### src/rtl/gpio_bank_pkg.sv
package gpio_bank_pkg;

    localparam int WORD_W = 32;

    // register kind = (word index within a window) / 3
    typedef enum logic [3:0] {
        RK_LEVEL = 4'd0,
        RK_DIR   = 4'd1,
        RK_SET   = 4'd2,
        RK_CLR   = 4'd3,
        RK_RISE  = 4'd4,
        RK_FALL  = 4'd5,
        RK_STAT  = 4'd6,
        RK_GATE  = 4'd13,
        RK_NONE  = 4'd15
    } reg_kind_e;

    typedef struct packed {
        logic [WORD_W-1:0] out;
        logic [WORD_W-1:0] dir;
        logic [WORD_W-1:0] rise;
        logic [WORD_W-1:0] fall;
        logic [WORD_W-1:0] stat;
        logic [WORD_W-1:0] gate;
        logic [WORD_W-1:0] prev;
    } bank_state_t;

endpackage

### src/rtl/gpio_sync.sv
module gpio_sync #(
    parameter int W = 8
) (
    input  logic         clk,
    input  logic         rst_n,
    input  logic [W-1:0] async_i,
    output logic [W-1:0] sync_o
);
    typedef struct packed {
        logic [W-1:0] s1;
        logic [W-1:0] s2;
    } sync_t;

    sync_t sy_d, sy_q;

    always_comb begin
        sy_d.s1 = async_i;
        sy_d.s2 = sy_q.s1;
    end

    always_ff @(posedge clk or negedge rst_n) begin
        if (!rst_n) sy_q <= '0;
        else        sy_q <= sy_d;
    end

    assign sync_o = sy_q.s2;
endmodule

### src/rtl/gpio_addr_dec.sv
module gpio_addr_dec
    import gpio_bank_pkg::*;
#(
    parameter int ADDR_W = 10,
    parameter int NBANKS = 4,
    parameter int IDX_W  = 2
) (
    input  logic [ADDR_W-1:0] addr,
    output logic              hit,
    output logic [IDX_W-1:0]  bank_idx,
    output reg_kind_e         kind
);
    logic [5:0] word;
    logic [5:0] kind_num;
    logic [5:0] sub;
    int         bank_num;

    always_comb begin
        word     = addr[7:2];
        kind_num = word / 6'd3;
        sub      = word % 6'd3;
        bank_num = (addr[8] ? 3 : 0) + int'(sub);
        case (kind_num)
            6'd0:    kind = RK_LEVEL;
            6'd1:    kind = RK_DIR;
            6'd2:    kind = RK_SET;
            6'd3:    kind = RK_CLR;
            6'd4:    kind = RK_RISE;
            6'd5:    kind = RK_FALL;
            6'd6:    kind = RK_STAT;
            6'd13:   kind = RK_GATE;
            default: kind = RK_NONE;
        endcase
        hit      = ((addr >> 9) == '0) && (addr[1:0] == 2'b00)
                   && (kind != RK_NONE) && (bank_num < NBANKS);
        bank_idx = IDX_W'(bank_num);
    end
endmodule

### src/rtl/gpio_bank.sv
module gpio_bank
    import gpio_bank_pkg::*;
#(
    parameter int W = 32
) (
    input  logic              clk,
    input  logic              rst_n,
    input  logic              wr_en,
    input  reg_kind_e         kind,
    input  logic [WORD_W-1:0] wdata,
    input  logic [WORD_W-1:0] lvl,
    output logic [WORD_W-1:0] rd_data,
    output logic [WORD_W-1:0] out_o,
    output logic [WORD_W-1:0] oe_o,
    output logic              irq_o
);
    localparam logic [WORD_W-1:0] VMASK =
        (W >= WORD_W) ? {WORD_W{1'b1}} : ((WORD_W'(1) << W) - WORD_W'(1));

    bank_state_t       st_d, st_q;
    logic [WORD_W-1:0] wd, lv, rise_hit, fall_hit, clr;

    always_comb begin
        st_d     = st_q;
        wd       = wdata & VMASK;
        lv       = lvl & VMASK;
        rise_hit = lv & ~st_q.prev & st_q.rise;
        fall_hit = ~lv & st_q.prev & st_q.fall;
        clr      = '0;
        st_d.prev = lv;
        if (wr_en) begin
            case (kind)
                RK_DIR:  st_d.dir  = wd;
                RK_SET:  st_d.out  = st_q.out | wd;
                RK_CLR:  st_d.out  = st_q.out & ~wd;
                RK_RISE: st_d.rise = wd;
                RK_FALL: st_d.fall = wd;
                RK_STAT: clr       = wd;
                RK_GATE: st_d.gate = wd;
                default: ;
            endcase
        end
        // a fresh capture overrides a simultaneous clear
        st_d.stat = (st_q.stat & ~clr) | rise_hit | fall_hit;
    end

    always_ff @(posedge clk or negedge rst_n) begin
        if (!rst_n) st_q <= '0;
        else        st_q <= st_d;
    end

    always_comb begin
        case (kind)
            RK_LEVEL: rd_data = lv;
            RK_DIR:   rd_data = st_q.dir;
            RK_RISE:  rd_data = st_q.rise;
            RK_FALL:  rd_data = st_q.fall;
            RK_STAT:  rd_data = st_q.stat;
            RK_GATE:  rd_data = st_q.gate;
            default:  rd_data = '0;
        endcase
    end

    assign out_o = st_q.out;
    assign oe_o  = st_q.dir;
    assign irq_o = |(st_q.stat & st_q.gate);

    p_set_r3: assert property (@(posedge clk) disable iff (!rst_n)
        (wr_en && kind == RK_SET) |=> ((st_q.out & $past(wd)) == $past(wd)));

    p_clear_r4: assert property (@(posedge clk) disable iff (!rst_n)
        (wr_en && kind == RK_CLR) |=> ((st_q.out & $past(wd)) == '0));

    p_sticky_r8: assert property (@(posedge clk) disable iff (!rst_n)
        !(wr_en && kind == RK_STAT) |=> ((st_q.stat & $past(st_q.stat)) == $past(st_q.stat)));

    p_edge_wins_r9: assert property (@(posedge clk) disable iff (!rst_n)
        (|(rise_hit | fall_hit)) |=>
            ((st_q.stat & $past(rise_hit | fall_hit)) == $past(rise_hit | fall_hit)));
endmodule

### src/rtl/gpio_banked.sv
module gpio_banked
    import gpio_bank_pkg::*;
#(
    parameter int NUM_PINS = 120,
    parameter int ADDR_W   = 10
) (
    input  logic                clk,
    input  logic                rst_n,
    input  logic                bus_sel,
    input  logic                bus_wr,
    input  logic [ADDR_W-1:0]   bus_addr,
    input  logic [31:0]         bus_wdata,
    output logic [31:0]         bus_rdata,
    input  logic [NUM_PINS-1:0] pin_in,
    output logic [NUM_PINS-1:0] pin_out,
    output logic [NUM_PINS-1:0] pin_oe,
    output logic                irq
);
    localparam int NBANKS = (NUM_PINS + WORD_W - 1) / WORD_W;
    localparam int IDX_W  = (NBANKS > 1) ? $clog2(NBANKS) : 1;

    logic [NUM_PINS-1:0]      pin_sync;
    logic [NBANKS*WORD_W-1:0] lvl_img;
    logic                     hit;
    logic [IDX_W-1:0]         bank_idx;
    reg_kind_e                kind;
    logic [WORD_W-1:0]        bank_rd  [NBANKS];
    logic [WORD_W-1:0]        bank_out [NBANKS];
    logic [WORD_W-1:0]        bank_oe  [NBANKS];
    logic [NBANKS-1:0]        bank_irq;
    logic [WORD_W-1:0]        rd_d, rd_q;

    gpio_sync #(.W(NUM_PINS)) u_sync (
        .clk(clk), .rst_n(rst_n), .async_i(pin_in), .sync_o(pin_sync)
    );

    gpio_addr_dec #(.ADDR_W(ADDR_W), .NBANKS(NBANKS), .IDX_W(IDX_W)) u_dec (
        .addr(bus_addr), .hit(hit), .bank_idx(bank_idx), .kind(kind)
    );

    always_comb begin
        lvl_img = '0;
        lvl_img[NUM_PINS-1:0] = pin_sync;
    end

    for (genvar b = 0; b < NBANKS; b++) begin : g_bank
        localparam int BW = (b == NBANKS - 1) ? (NUM_PINS - b * WORD_W) : WORD_W;
        logic wr_en;
        assign wr_en = bus_sel && bus_wr && hit && (bank_idx == IDX_W'(b));
        gpio_bank #(.W(BW)) u_bank (
            .clk(clk), .rst_n(rst_n), .wr_en(wr_en), .kind(kind),
            .wdata(bus_wdata), .lvl(lvl_img[b*WORD_W +: WORD_W]),
            .rd_data(bank_rd[b]), .out_o(bank_out[b]), .oe_o(bank_oe[b]),
            .irq_o(bank_irq[b])
        );
    end

    for (genvar i = 0; i < NUM_PINS; i++) begin : g_pin
        assign pin_out[i] = bank_out[i / WORD_W][i % WORD_W];
        assign pin_oe[i]  = bank_oe[i / WORD_W][i % WORD_W];
    end

    always_comb begin
        rd_d = rd_q;
        if (bus_sel && !bus_wr)
            rd_d = hit ? bank_rd[bank_idx] : '0;
    end

    always_ff @(posedge clk or negedge rst_n) begin
        if (!rst_n) rd_q <= '0;
        else        rd_q <= rd_d;
    end

    assign bus_rdata = rd_q;
    assign irq       = |bank_irq;

    p_unmapped_read_r2: assert property (@(posedge clk) disable iff (!rst_n)
        (bus_sel && !bus_wr && !hit) |=> (bus_rdata == '0));
endmodule

### config.mk
export PLATFORM = sky130hd
export DESIGN_NAME = gpio_banked
export DESIGN_NICKNAME = d
export VERILOG_FILES = /design/src/rtl/gpio_bank_pkg.sv /design/src/rtl/gpio_sync.sv /design/src/rtl/gpio_addr_dec.sv /design/src/rtl/gpio_bank.sv /design/src/rtl/gpio_banked.sv
export SDC_FILE = /design/constraint.sdc
export NUM_CORES = 2
export LEC_CHECK = 0
export BUFFER_PORTS_ARGS = -buffer_cell sky130_fd_sc_hd__buf_2
export CAP_MARGIN = 20
export CELL_PAD_IN_SITES_DETAIL_PLACEMENT = 0
export CELL_PAD_IN_SITES_GLOBAL_PLACEMENT = 1
export CORE_MARGIN = 2
export CORE_UTILIZATION = 30
export CTS_BUF_LIST = sky130_fd_sc_hd__clkbuf_16
export DETAILED_ROUTE_END_ITERATION = 8
export GPL_TIMING_DRIVEN = 0
export PLACE_DENSITY_LB_ADDON = 0.1
export SLEW_MARGIN = 30
export SYNTH_ARGS = -nofsm -noshare
export SYNTH_HDL_FRONTEND = slang
export SYNTH_SLANG_ARGS = --single-unit
### constraint.sdc
create_clock -name clk -period 2.9 [get_ports clk]
set_input_delay 0.29 -clock clk [delete_from_list [all_inputs] [get_ports clk]]
set_output_delay 0.29 -clock clk [all_outputs]
set_load 0.02 [all_outputs]
==> reports/results.tsv <==
stage	metric	value	unit
hold_path	Min-Delay Path Class	input pin to flip-flop	
status	status	finished with violations	
synthesis	async set-or-reset flop fraction in the synthesized netlist	1.00	
power_and_ir_drop	total power	42800	µW
sta	period utilization	2.00	
worst_setup_path	CP peak stage delay	0.38	ns
routing	ANT nets after route	0	
synthesis	EDFF count, synth	0	
synthesis	Primary FF master, synth	dfrtp_1	
worst_setup_path	CP Launch Type	input pin	
worst_setup_path	crit-path most repeated cell	buf_12	
sta	Tmin final	5.79	ns
global_routing	first-pass GRT wire length	370	mm
worst_setup_path	Crit Path Class	input pin to flip-flop	
synthesis	Post-Synthesis Cells	3963	
die	Die Wd	408	µm
sta	worst setup margin	-2.89	ns
global_routing	largest net degree at the start of global routing	108	
status	failing checks	setup timing	
clock_network	Clock Root Buffer	clkbuf_16	
global_routing	Overall Global Routing Usage	0.327	
sta	Final setup viols	753	
sta	worst slew pin tran	1.14	ns
routing	DRC errors left	0	
routing	WL/cell	39.1	µm
global_routing	GRT overflow	0	
synthesis	top cell type's share of synthesized area	0.568	
layout	Area Growth Syn to Fin	35.1	%
synthesis	Synth area leader	dfrtp_1	
power_and_ir_drop	clock group share of total power	0.410	
sta	Slew headroom	0.238	
sta	worst hold slack	0.0375	ns
clock_network	CTS H-tree depth	4	
sta	Max Clk Rate	173	MHz
power_and_ir_drop	sw frac	0.338	
die	core footprint	162000	µm²
placed_design	placer congestion estimate	0.999	
synthesis	Synth Register Bits	1112	
routing	detailed-route via count	41500	
clock_network	CTS tree	done	
die	die footprint	167000	µm²
layout	Final #Nets	5045	
routing	Detailed Route WL	280	mm
worst_setup_path	CP max stage cell	or3_4	
clock_network	Worst-Skew Late Latency	0.82	ns
placed_design	Port Buffers	430	
clock_network	Longest Clk Path Bufs	3	
sta	Final Max Tran Viols	0	
die	FP Rows	148	
placed_design	HPWL after DPL	193	mm
routing	First-pass DRT Iterations	9	
worst_setup_path	CP Capture Type	flip-flop	
global_routing	number of global-route vias before repair	40300	
synthesis	Syn Nets	4134	
power_and_ir_drop	logic gate share of total power	0.195	
power_and_ir_drop	NetSw	14400	µW
power_and_ir_drop	sequential share of power	0.395	
synthesis	mapped cell area	49000	µm²
clock_network	CTS sink cnt	1112	
synthesis	Cell variety after synth	86	
global_routing	antenna violations before repair	20	
routing	Starting DRT DRC Count	5487	
layout	commonest non-fill, non-tap cell in the layout	dfrtp_1	
die	chip height	408	µm
layout	most frequent cells in the layout	dfrtp_1, buf_2, buf_4, nand2_1, nand4_1	
worst_setup_path	worst-path maximum fanout	6	
die	I/O Pins	439	
power_and_ir_drop	Pleak	0.0325	µW
power_and_ir_drop	Internal Power	28300	µW
layout	fin cells	7163	
placed_design	placed cell count	6610	
layout	share of layout cells above drive strength 1	0.346	
die	starting density of the core	0.302	
sta	Setup Skew	0.0446	ns
synthesis	sequential share of the synthesized area	0.568	
synthesis	top cells by area, synth	dfrtp_1, mux2_1, buf_4, mux2_2, nand4_1	
sta	RSZ-0062 raised after global routing	true	
worst_setup_path	CP bufs+invs	16	
routing	Via-to-Cell Ratio	5.80	
power_and_ir_drop	Peak VDD IR	0.629	mV
clock_network	TritonCTS Buffers	140	
synthesis	Avg Inst Size Synth	12.4	µm²
clock_network	Worst-path clk slew	0.06	ns
synthesis	Ys Warns	0	
worst_setup_path	critical path arrival	6.47	ns
sta	Final Hold Fails	0	
layout	FILL cells	15600	
run	Max Cap Viol	0	
worst_setup_path	Top delay family on crit path	buffers and inverters	
worst_setup_path	worst path required time	3.57	ns
power_and_ir_drop	pwr/cell area	646	nW/µm²
==> layer usage <==
| metal | vias to the layer above | GRT usage | share of wire |
|---|---|---|---|
| li1 | 16500 | - | - |
| met1 | 22000 | 0.436 | 0.41 |
| met2 | 2381 | 0.483 | 0.43 |
| met3 | 672 | 0.0854 | 0.091 |
| met4 | 10 | 0.176 | 0.063 |
| met5 | - | 0 | 0.00025 |
==> cells by family after synthesis <==
kind of cell | share of synthesized area
AO/OA/AOI/OAI | 0.122
XOR/XNOR | 0.00107
adder cells (fa/ha/maj) | 0.00143
buffers and inverters | 0.0682
flip-flops | 0.568
multiplexers | 0.149
AND/OR/NAND/NOR | 0.0906
==> cell usage after synthesis, types with 11 or more instances <==
cell type     n
a211oi_1     17
a21o_1      121
a21oi_1      63
a221o_1      13
a221oi_1     86
a222oi_1     87
a22o_1       41
a22oi_1      78
buf_1        34
buf_2       116
buf_4       261
clkbuf_1    164
dfrtp_1    1112
mux2_1      451
mux2_2      153
mux2i_1      48
nand2_1     263
nand3_1      49
nand3b_1    124
nand4_1     251
nor2_1       39
nor3_1       22
o211ai_1     31
o21ai_0     162
o221ai_1     11
o22ai_1      14
==> worst min-delay path, stage by stage <==
cell and delay (ns):
clkbuf_1 0.24, nand4_1 0.17, a21o_1 0.11
==> timing repair <==
action | CTS | global route
pin swaps | 122 | 22
cloned | 33 | 10
setup buffers | 93 | 18
hold endpoints to repair | 601 | 0
hold buffers | 146 | 0
setup endpoints to repair | 753 | 753
gates resized for setup | 539 | 88
==> through the flow <==
stage           util  setup slack [ns]  instance area, µm²  setup TNS, ns
3_5_place_dp   0.342             -7.27               55500       -5167.75
5_1_grt        0.408             -2.95               66200       -2136.95
4_1_cts        0.403             -2.95               65400       -2110.42
3_3_place_gp   0.335            -25.13               54400              -
2_1_floorplan      -             -3.19               49500       -2322.18
6_report       0.408             -2.89               66200       -2072.64
==> power by group through the flow <==
stage,clock [µW],combinational (µW),sequential (µW)
final,17500,8360,16900
after floorplan,0,2700,16700
after CTS,17800,7950,16800
after detailed placement,0,7060,17100
after global routing,18400,8310,16900
after global placement,0,6670,17100
==> area by class of cell <==
cell class,instances,area (µm²),share of cell area
clock buffers,141,3530,0.0533
multi-input cells,2264,19200,0.291
inverters,10,52.6,0.000794
repair buffers,771,7070,0.107
flip-flops and latches,1112,27800,0.420
plain buffers,575,4790,0.0724
clock inverters,105,951,0.0144
well taps,2175,2720,0.0411
diodes,10,25.0,0.000378
==> final timing paths <==
check / startpoint / endpoint / slack [ns] / cells after the start
hold reg to reg: u_sync.sy_d[63] / u_sync.sync_o[63] / 0.33 / 0
max in group asynchronous: rst_n / u_sync.sync_o[43] / 1.08 / 5
setup / recovery: bus_addr[6] / g_bank[2].u_bank.st_q[51] / -2.89 / 37
min in group asynchronous: rst_n / asynchronous set/reset pin / 0.09 / 3
setup reg to reg: g_bank[3].u_bank.st_q[69] / bus_rdata[5] / 0.52 / 5
hold / removal: bus_wdata[31] / g_bank[1].u_bank.st_q[95] / 0.04 / 3
Power figures use the tool's default switching activity.
